===== src/rtl/i2c_dual_pkg.sv =====
package i2c_dual_pkg;

  localparam int NUM_ID   = 2;
  localparam int BYTE_W   = 8;
  localparam int CPU_AW   = 3;
  localparam int KIND_CFG = 0;
  localparam int KIND_TX  = 1;
  localparam int KIND_RX  = 2;
  localparam int REGS_PER_ID = 3;
  localparam logic [CPU_AW-1:0] OFF_STATUS = CPU_AW'(NUM_ID * REGS_PER_ID);

  typedef enum logic [2:0] {
    ST_IDLE,
    ST_ADDR,
    ST_ADDR_ACK,
    ST_WR_BITS,
    ST_WR_ACK,
    ST_RD_BITS,
    ST_RD_ACK
  } tgt_state_e;

  // register offset of a given identity and register kind
  function automatic logic [CPU_AW-1:0] reg_off(input int id, input int kind);
    return CPU_AW'(id * REGS_PER_ID + kind);
  endfunction

  // {hit, id}: identity A wins when both match
  function automatic logic [1:0] pick_id(input logic [6:0] adr,
                                         input logic [7:0] cfg_a,
                                         input logic [7:0] cfg_b);
    if (cfg_a[7] && (cfg_a[6:0] == adr)) return 2'b10;
    if (cfg_b[7] && (cfg_b[6:0] == adr)) return 2'b11;
    return 2'b00;
  endfunction

endpackage


===== src/rtl/i2c_line_sync.sv =====
module i2c_line_sync #(
  parameter int STAGES = 2
) (
  input  logic clk,
  input  logic rst_n,
  input  logic scl_i,
  input  logic sda_i,
  output logic scl_s,
  output logic sda_s,
  output logic scl_rise,
  output logic scl_fall,
  output logic bus_start,
  output logic bus_stop
);
  logic [STAGES-1:0] scl_ff, sda_ff;
  logic scl_q, sda_q;

  generate
    if (STAGES == 1) begin : g_one
      always_ff @(posedge clk or negedge rst_n) begin
        if (!rst_n) begin
          scl_ff <= '1;
          sda_ff <= '1;
        end else begin
          scl_ff <= scl_i;
          sda_ff <= sda_i;
        end
      end
    end else begin : g_chain
      always_ff @(posedge clk or negedge rst_n) begin
        if (!rst_n) begin
          scl_ff <= '1;
          sda_ff <= '1;
        end else begin
          scl_ff <= {scl_ff[STAGES-2:0], scl_i};
          sda_ff <= {sda_ff[STAGES-2:0], sda_i};
        end
      end
    end
  endgenerate

  assign scl_s = scl_ff[STAGES-1];
  assign sda_s = sda_ff[STAGES-1];

  always_ff @(posedge clk or negedge rst_n) begin
    if (!rst_n) begin
      scl_q <= 1'b1;
      sda_q <= 1'b1;
    end else begin
      scl_q <= scl_s;
      sda_q <= sda_s;
    end
  end

  assign scl_rise  = scl_s & ~scl_q;
  assign scl_fall  = ~scl_s & scl_q;
  assign bus_start = scl_s & scl_q & sda_q & ~sda_s;
  assign bus_stop  = scl_s & scl_q & ~sda_q & sda_s;

endmodule


===== src/rtl/i2c_id_regs.sv =====
module i2c_id_regs
  import i2c_dual_pkg::*;
(
  input  logic              clk,
  input  logic              rst_n,
  input  logic              cfg_we,
  input  logic              tx_we,
  input  logic              rx_rd,
  input  logic [BYTE_W-1:0] wdata,
  input  logic              rx_done,
  input  logic [BYTE_W-1:0] rx_byte,
  input  logic              tx_done,
  output logic [BYTE_W-1:0] cfg_q,
  output logic [BYTE_W-1:0] tx_q,
  output logic [BYTE_W-1:0] rx_q,
  output logic              rx_full,
  output logic              tx_empty
);

  always_ff @(posedge clk or negedge rst_n) begin
    if (!rst_n) begin
      cfg_q    <= '0;
      tx_q     <= '0;
      rx_q     <= '0;
      rx_full  <= 1'b0;
      tx_empty <= 1'b1;
    end else begin
      if (cfg_we) cfg_q <= wdata;
      if (tx_we)  tx_q  <= wdata;
      if (rx_done) rx_q <= rx_byte;
      if (rx_done)    rx_full <= 1'b1;
      else if (rx_rd) rx_full <= 1'b0;
      if (tx_we)        tx_empty <= 1'b0;
      else if (tx_done) tx_empty <= 1'b1;
    end
  end

endmodule


===== src/rtl/i2c_target_fsm.sv =====
module i2c_target_fsm
  import i2c_dual_pkg::*;
(
  input  logic              clk,
  input  logic              rst_n,
  input  logic              sda_s,
  input  logic              scl_rise,
  input  logic              scl_fall,
  input  logic              bus_start,
  input  logic              bus_stop,
  input  logic [BYTE_W-1:0] cfg_a,
  input  logic [BYTE_W-1:0] cfg_b,
  input  logic [BYTE_W-1:0] tx_sel,
  output logic              sda_pull,
  output logic              act_id,
  output logic              ev_match,
  output logic              ev_rx_done,
  output logic              ev_tx_done,
  output logic              engaged,
  output logic [BYTE_W-1:0] shift_q
);
  localparam int CNT_W = $clog2(BYTE_W + 1);
  localparam logic [CNT_W-1:0] LAST = CNT_W'(BYTE_W);

  tgt_state_e        st;
  logic [CNT_W-1:0]  cnt;
  logic              rd_dir;
  logic              nack_q;
  logic [1:0]        pick;

  assign pick = pick_id(shift_q[7:1], cfg_a, cfg_b);

  assign engaged = (st == ST_ADDR_ACK) || (st == ST_WR_BITS) || (st == ST_WR_ACK) ||
                   (st == ST_RD_BITS) || (st == ST_RD_ACK);

  always_ff @(posedge clk or negedge rst_n) begin
    if (!rst_n) begin
      st         <= ST_IDLE;
      cnt        <= '0;
      rd_dir     <= 1'b0;
      nack_q     <= 1'b0;
      act_id     <= 1'b0;
      sda_pull   <= 1'b0;
      shift_q    <= '0;
      ev_match   <= 1'b0;
      ev_rx_done <= 1'b0;
      ev_tx_done <= 1'b0;
    end else begin
      ev_match   <= 1'b0;
      ev_rx_done <= 1'b0;
      ev_tx_done <= 1'b0;
      if (bus_start) begin
        st       <= ST_ADDR;
        cnt      <= '0;
        sda_pull <= 1'b0;
      end else if (bus_stop) begin
        st       <= ST_IDLE;
        sda_pull <= 1'b0;
      end else begin
        unique case (st)
          ST_ADDR: begin
            if (scl_rise) begin
              shift_q <= {shift_q[BYTE_W-2:0], sda_s};
              cnt     <= cnt + 1'b1;
            end else if (scl_fall && cnt == LAST) begin
              if (pick[1]) begin
                st       <= ST_ADDR_ACK;
                sda_pull <= 1'b1;
                act_id   <= pick[0];
                rd_dir   <= shift_q[0];
                ev_match <= 1'b1;
              end else begin
                st <= ST_IDLE;
              end
            end
          end
          ST_ADDR_ACK: begin
            if (scl_fall) begin
              if (rd_dir) begin
                sda_pull <= ~tx_sel[BYTE_W-1];
                shift_q  <= {tx_sel[BYTE_W-2:0], 1'b0};
                cnt      <= CNT_W'(1);
                st       <= ST_RD_BITS;
              end else begin
                sda_pull <= 1'b0;
                cnt      <= '0;
                st       <= ST_WR_BITS;
              end
            end
          end
          ST_WR_BITS: begin
            if (scl_rise) begin
              shift_q <= {shift_q[BYTE_W-2:0], sda_s};
              cnt     <= cnt + 1'b1;
            end else if (scl_fall && cnt == LAST) begin
              ev_rx_done <= 1'b1;
              sda_pull   <= 1'b1;
              st         <= ST_WR_ACK;
            end
          end
          ST_WR_ACK: begin
            if (scl_fall) begin
              sda_pull <= 1'b0;
              cnt      <= '0;
              st       <= ST_WR_BITS;
            end
          end
          ST_RD_BITS: begin
            if (scl_fall) begin
              if (cnt == LAST) begin
                sda_pull   <= 1'b0;
                ev_tx_done <= 1'b1;
                st         <= ST_RD_ACK;
              end else begin
                sda_pull <= ~shift_q[BYTE_W-1];
                shift_q  <= {shift_q[BYTE_W-2:0], 1'b0};
                cnt      <= cnt + 1'b1;
              end
            end
          end
          ST_RD_ACK: begin
            if (scl_rise) begin
              nack_q <= sda_s;
            end else if (scl_fall) begin
              if (nack_q) begin
                st <= ST_IDLE;
              end else begin
                sda_pull <= ~tx_sel[BYTE_W-1];
                shift_q  <= {tx_sel[BYTE_W-2:0], 1'b0};
                cnt      <= CNT_W'(1);
                st       <= ST_RD_BITS;
              end
            end
          end
          default: ;
        endcase
      end
    end
  end

endmodule


===== src/rtl/i2c_dual_target.sv =====
module i2c_dual_target
  import i2c_dual_pkg::*;
#(
  parameter int SYNC_STAGES = 2
) (
  input  logic              clk,
  input  logic              rst_n,
  input  logic              scl_i,
  input  logic              sda_i,
  output logic              sda_pull_o,
  input  logic              cpu_we,
  input  logic              cpu_re,
  input  logic [CPU_AW-1:0] cpu_addr,
  input  logic [BYTE_W-1:0] cpu_wdata,
  output logic [BYTE_W-1:0] cpu_rdata
);
  logic scl_s, sda_s, scl_rise, scl_fall, ev_start, ev_stop;
  logic act_id, ev_match, ev_rx_done, ev_tx_done, engaged;
  logic [BYTE_W-1:0] shift_q, tx_sel;
  logic [NUM_ID-1:0][BYTE_W-1:0] cfg_v, tx_v, rx_v;
  logic [NUM_ID-1:0] rxf_v, txe_v;

  i2c_line_sync #(.STAGES(SYNC_STAGES)) sync_i (
    .clk(clk), .rst_n(rst_n), .scl_i(scl_i), .sda_i(sda_i),
    .scl_s(scl_s), .sda_s(sda_s), .scl_rise(scl_rise), .scl_fall(scl_fall),
    .bus_start(ev_start), .bus_stop(ev_stop)
  );

  assign tx_sel = tx_v[act_id];

  i2c_target_fsm fsm_i (
    .clk(clk), .rst_n(rst_n), .sda_s(sda_s), .scl_rise(scl_rise),
    .scl_fall(scl_fall), .bus_start(ev_start), .bus_stop(ev_stop),
    .cfg_a(cfg_v[0]), .cfg_b(cfg_v[1]), .tx_sel(tx_sel),
    .sda_pull(sda_pull_o), .act_id(act_id), .ev_match(ev_match),
    .ev_rx_done(ev_rx_done), .ev_tx_done(ev_tx_done), .engaged(engaged),
    .shift_q(shift_q)
  );

  generate
    for (genvar g = 0; g < NUM_ID; g++) begin : g_id
      logic is_act;
      assign is_act = (act_id == 1'(g));
      i2c_id_regs regs_i (
        .clk(clk), .rst_n(rst_n),
        .cfg_we(cpu_we && cpu_addr == reg_off(g, KIND_CFG)),
        .tx_we(cpu_we && cpu_addr == reg_off(g, KIND_TX)),
        .rx_rd(cpu_re && cpu_addr == reg_off(g, KIND_RX)),
        .wdata(cpu_wdata),
        .rx_done(ev_rx_done && is_act),
        .rx_byte(shift_q),
        .tx_done(ev_tx_done && is_act),
        .cfg_q(cfg_v[g]), .tx_q(tx_v[g]), .rx_q(rx_v[g]),
        .rx_full(rxf_v[g]), .tx_empty(txe_v[g])
      );
    end
  endgenerate

  always_comb begin
    cpu_rdata = '0;
    for (int i = 0; i < NUM_ID; i++) begin
      if (cpu_addr == reg_off(i, KIND_CFG)) cpu_rdata = cfg_v[i];
      if (cpu_addr == reg_off(i, KIND_TX))  cpu_rdata = tx_v[i];
      if (cpu_addr == reg_off(i, KIND_RX))  cpu_rdata = rx_v[i];
    end
    if (cpu_addr == OFF_STATUS) cpu_rdata = {4'b0, txe_v[1], rxf_v[1], txe_v[0], rxf_v[0]};
  end

endmodule


===== config.mk =====
export PLATFORM = sky130hd
export DESIGN_NAME = i2c_dual_target
export DESIGN_NICKNAME = d
export VERILOG_FILES = /design/src/rtl/i2c_dual_pkg.sv /design/src/rtl/i2c_line_sync.sv /design/src/rtl/i2c_id_regs.sv /design/src/rtl/i2c_target_fsm.sv /design/src/rtl/i2c_dual_target.sv
export SDC_FILE = /design/constraint.sdc
export NUM_CORES = 1
export LEC_CHECK = 0
export BUFFER_PORTS_ARGS = -buffer_cell sky130_fd_sc_hd__clkbuf_2
export CAP_MARGIN = 20
export CORE_MARGIN = 2
export CORE_UTILIZATION = 46
export CTS_BUF_LIST = sky130_fd_sc_hd__clkbuf_16
export CTS_CLUSTER_DIAMETER = 60
export DETAILED_ROUTE_END_ITERATION = 10
export GPL_TIMING_DRIVEN = 0
export HOLD_SLACK_MARGIN = 0.15
export PLACE_DENSITY_LB_ADDON = 0.1
export SLEW_MARGIN = 15
export SYNTH_ARGS = -nofsm -noshare
export SYNTH_HDL_FRONTEND = slang
export SYNTH_SLANG_ARGS = --single-unit

===== constraint.sdc =====
create_clock -name clk -period 4.6 [get_ports clk]
set_clock_uncertainty 0.1 [all_clocks]
set_input_delay 1.15 -clock clk [delete_from_list [all_inputs] [get_ports clk]]
set_output_delay 1.15 -clock clk [all_outputs]
set_load 0.005 [all_outputs]

-- Word level (Yosys, flattened, before mapping)
Index checks and enable logic that the tools add are counted.
- flip-flop bits (word level): 79
- input bits: 17
- output and inout port bits: 9
- word-level logic and storage cells: 201
- add/sub/neg operators: 1
- order comparisons: 1
- eq/ne operators: 44
- muxes and demuxes: 87
- bitwise operators: 17
- reduce and logical (&&, ||, !) cells: 28
- operator list (kind ; count):
    2-to-1 mux 8 bit ; 17
    2-to-1 mux 3 bit ; 14
    2-to-1 mux 4 bit ; 10
    2-to-1 mux 1 bit ; 37
    case mux 8 bit (4 select lines) ; 1
    inequality test 4 x 3 -> 1 bit, second input constant ; 6
    inequality test 4 bit, second input constant ; 6
    AND reduction 11 bit ; 2
    case mux 4 bit (5 select lines) ; 1
    equality test 3 bit, second input constant ; 6
    case mux 3 bit (6 select lines) ; 1
    equality test 7 bit ; 2
    logical AND 1 bit ; 13
    equality test 3 x 2 -> 1 bit, second input constant ; 4
    inequality test 3 x 2 -> 1 bit, second input constant ; 4
    AND reduction 12 bit ; 1
    2-to-1 mux 2 bit ; 5
    inequality test 2 x 1 -> 1 bit, second input constant ; 5
    NOT 1 bit ; 10
    AND reduction 10 bit ; 1
    inequality test 3 bit, second input constant ; 3
    inequality test 2 bit, second input constant ; 4
    nonzero test 2 bit ; 4
    nonzero test 8 bit ; 1
    13 further kinds ; 20

-- Depth between registers and ports, before layout
- word-level depth: 12
- depth in mapped cells: 8
- gate-level depth less buffers: 8

-- Modules after synthesis
A second synthesis with hierarchy kept.
- cells, all modules: 386
- area total of the unflattened synthesis: 4511.8 µm²
- by module, submodules not included (module ; instances ; cells an instance ; area each (µm²) ; sequential area each (µm²)):
    i2c_id_regs ; 2 ; 57 ; 1064.8 ; 651.9
    i2c_target_fsm ; 1 ; 181 ; 1526.5 ; 550.5
    i2c_dual_target ; 1 ; 81 ; 665.6 ; 0.0
    i2c_line_sync ; 1 ; 10 ; 190.2 ; 157.7

-- Worst setup path after synthesis
No wires, ideal clock.
- path kind: input-to-output
- from: in cpu_addr[0]
- to: out cpu_rdata[5]
- arrival: 2.054 ns
- data required time: 3.350 ns
- path slack: 1.296 ns
- cell stages on the path: 6
- buffers on the path: 3
- path through: buf_4 -> buf_4 -> buf_2 -> nor3_1 -> a21oi_1 -> o311a_1
- cells in the longest elaborated chain, start to end: 8
- ends and longest elaborated chain (item ; line ; RTL):
    start: declaration ; i2c_dual_target.sv:13 ; input logic [CPU_AW-1:0] cpu_addr,
    zero test 3 bit ; i2c_dual_target.sv:62 ; if (cpu_addr == reg_off(i, KIND_CFG)) cpu_rdata = cfg_v[i];
    2-to-1 mux 8 bit ; i2c_dual_target.sv:62 ;
    2-to-1 mux 8 bit ; i2c_dual_target.sv:63 ; if (cpu_addr == reg_off(i, KIND_TX)) cpu_rdata = tx_v[i];
    2-to-1 mux 8 bit ; i2c_dual_target.sv:64 ; if (cpu_addr == reg_off(i, KIND_RX)) cpu_rdata = rx_v[i];
    2-to-1 mux 8 bit ; i2c_dual_target.sv:62 ;
    2-to-1 mux 8 bit ; i2c_dual_target.sv:63 ;
    2-to-1 mux 8 bit ; i2c_dual_target.sv:64 ;
    2-to-1 mux 8 bit (*) ; i2c_dual_target.sv:66 ; if (cpu_addr == OFF_STATUS) cpu_rdata = {4'b0, txe_v[1], rxf_v[1], txe_v[0], rxf_v[0]};
    end: declaration ; i2c_dual_target.sv:15 ; output logic [BYTE_W-1:0] cpu_rdata
Mark *: on every way between the ends. The rest lies on a longest branch, timed or not.

-- Worst setup path after layout
- from: in cpu_addr[2]
- to: out cpu_rdata[5]
Same word-level chain as after synthesis.

==> results.txt <==
Clock Tree Buf Depth = 2
CORE AREA = 8810 um^2
Unique masters post-synth = 48
top post-synthesis cells by area = dfrtp_1 (42%), mux2_2 (15%), dfstp_2 (5.0%)
storage element area = 1990 um^2
die area = 9910 um^2
Max VDD drop = 203 uV
CP endpoint kind = output port
Filler cells = 809
status = finished clean
port buffer count = 23
first-pass GRT wire length = 16600 um
Finish-stage setup viols = 0
Sw Share = 0.335
worst hold margin = 254 ps
# clock sinks = 79
HP Class = reg -> reg
CP arrival = 2530 ps
Least-Margin Pin Slew = 907 ps
Slew Limit Fails = 0
relative slew slack = 0.392
Met3 Wirelength = 441 um
Pleak = 2.10 nW
GPL Wtd Cong = 0.800
P_int = 0.00149 W
final WL = 10200 um
post-CTS sizing = 0
Post-Synthesis Cells = 379
max_cap viols = 0
initial antenna violation count = 0
critical path peak fanout = 10
fin cells = 527
hold_buf cts = 0
Std-Cell Rows = 34
latest clock arrival within the worst-skew pair = 330 ps
RSZ-0062 raised after global routing = false
gr usage total = 0.220
yosys warns = 0
num ports = 26
sequential power share = 0.427
DR vias = 3080
grt ovf = 0
crit path launch type = input pin
setup TNS = 0 ps
synth cell count leaders = dfrtp_1 (71), mux2_2 (56), nand2_1 (39)
fin crit period = 3780 ps
CTS tree = yes
total power = 0.00224 W
Synth Area per Inst = 11.1 um^2
#FFs+latches synth = 79
# DRC = 0
Net Sw Power = 0.000749 W
top-count cell post-synth = dfrtp_1
layout cells sized above 1 = 0.325
Gate power share = 0.293
met2 wire len = 4530 um
Yosys top cell area share = 0.423
Vias/cell = 5.84
drt first pass iters = 4
Die Span X = 99.5 um
# Post-CTS Setup Buffers = 0
final hold violation count = 0
syn nets = 398
final worst path period share = 0.821
pwr dens = 472 nW/um^2
Initial Util = 0.477
number of synthesized flops with an enable pin = 0
H-tree depth = 3
Seq/Total Area, Yosys = 0.473
vias in the first global route = 3055
largest net degree at the start of global routing = 56
number of CTS-inserted buffers = 9
f_max = 265 MHz
Clock Pin Slew Worst Setup and Hold Paths = 60 ps
ant diodes = 0
clock share of power = 0.280
Detailed Place HPWL = 7010 um
ys flop type = dfrtp_1
Layout Nets = 433
multi-input logic area = 2100 um^2
Async S/R FF share, synth = 1.00
number of DRC markers in iteration 0 = 298
met1 WL = 5110 um
Layout area overhead = 12.8%
Synth Cell Area = 4200 um^2
wire per inst = 19.3 um
Placed Cells = 511
die height = 99.5 um
Synth area leader = dfrtp_1
DR top layer = met4
post-layout util = 0.538
final antenna-violating net count = 0
Critical Path RT = 3350 ps
kind of critical path = in -> out
CTS root buf = clkbuf_16
## flip-flops by register name, summed over array words and instances, names as in the netlist, 3 cells and up
register / flops
fsm_i.cnt: 4
fsm_i.shift_q: 8
fsm_i.st: 3
g_id.regs_i.cfg_q: 16
g_id.regs_i.rx_q: 16
g_id.regs_i.tx_q: 16
## logic make-up (layout without fill, tap and decap cells)
logic type | Yosys count | count (layout) | synth area share
buffers and inverters | 25 | 65 | 0.0274
AO/OA/AOI/OAI | 75 | 75 | 0.108
multiplexers | 83 | 83 | 0.236
flip-flops | 79 | 79 | 0.473
adder cells (fa/ha/maj) | 2 | 2 | 0.00596
AND/OR/NAND/NOR | 100 | 100 | 0.119
XOR/XNOR | 15 | 15 | 0.0313
## path summary, 6_finish.rpt
path                                                      endpoint                       start  cells after the start  slack [ps]
worst max-delay path                                  cpu_rdata[5]                 cpu_addr[2]                      7         820
max in group asynchronous               sync_i.sda_ff[1]$_DFF_PN1_                       rst_n                      2        3080
worst min-delay path                    sync_i.sda_ff[1]$_DFF_PN1_  sync_i.sda_ff[0]$_DFF_PN1_                      0         250
worst max register to register             fsm_i.st[2]$_DFFE_PN0P_      sync_i.scl_q$_DFF_PN1_                      5        2550
worst min register to register          sync_i.sda_ff[1]$_DFF_PN1_  sync_i.sda_ff[0]$_DFF_PN1_                      0         250
min in group asynchronous       g_id[1].regs_i.rx_q[5]$_DFFE_PN0P_                       rst_n                      1         660
## worst max-delay path: stages
cell,delay (ps)
clkbuf_2,140
inv_1,180
clkbuf_1,440
o22ai_1,160
a21oi_1,170
o311a_1,170
clkbuf_2,100
## power by group through the flow
stage               Clock [W]  Sequential [W]  Combinational (W)
floorplan                   0        0.000916           0.000491
global placement            0        0.000962           0.000640
detailed placement          0        0.000965           0.000648
CTS                  0.000641        0.000953           0.000651
global route         0.000675        0.000972           0.000719
finish               0.000627        0.000954           0.000655
## stage by stage
step	cell area (um^2)	worst slack, ps
final	4740	822
after floorplan	4200	1300
after detailed placement	4480	851
after global placement	4450	874
after CTS	4740	844
after global routing	4740	759
## layer usage
metal  track usage  vias up
li1              -     1435
met1         0.337     1576
met2         0.327       62
met3        0.0351        7
met4        0.0548        0
met5             0        -
## cells in the final DEF (no fill, tap or decap), drive strengths merged, types with 2 or more instances in the layout
cell    instances
and2            2
nor2           25
mux2i          15
a31oi           3
a22oi           3
dfrtp          71
clkinv          4
mux4            4
o311a           2
mux2           64
o211ai          2
clkbuf         36
inv            12
nor4            2
xnor2           9
o22ai           8
nor2b           3
nor3            7
nand4           4
nand3           6
o21ai          30
a21oi          20
ha              2
and2b           2
xor2            6
nand2b          5
dfstp           8
buf            12
nand2          40
o32ai           2
## cell type report
class                           instances  share of cell area
Buffer                                 15              0.0164
Clock buffer                            9              0.0475
Clock inverter                          7             0.00687
Inverter                               10             0.00792
Multi-Input combinational cell        275               0.443
Sequential cell                        79               0.419
Tap cell                              108              0.0285
Timing Repair Buffer                   24              0.0306
(Power assumes the default switching activity.)
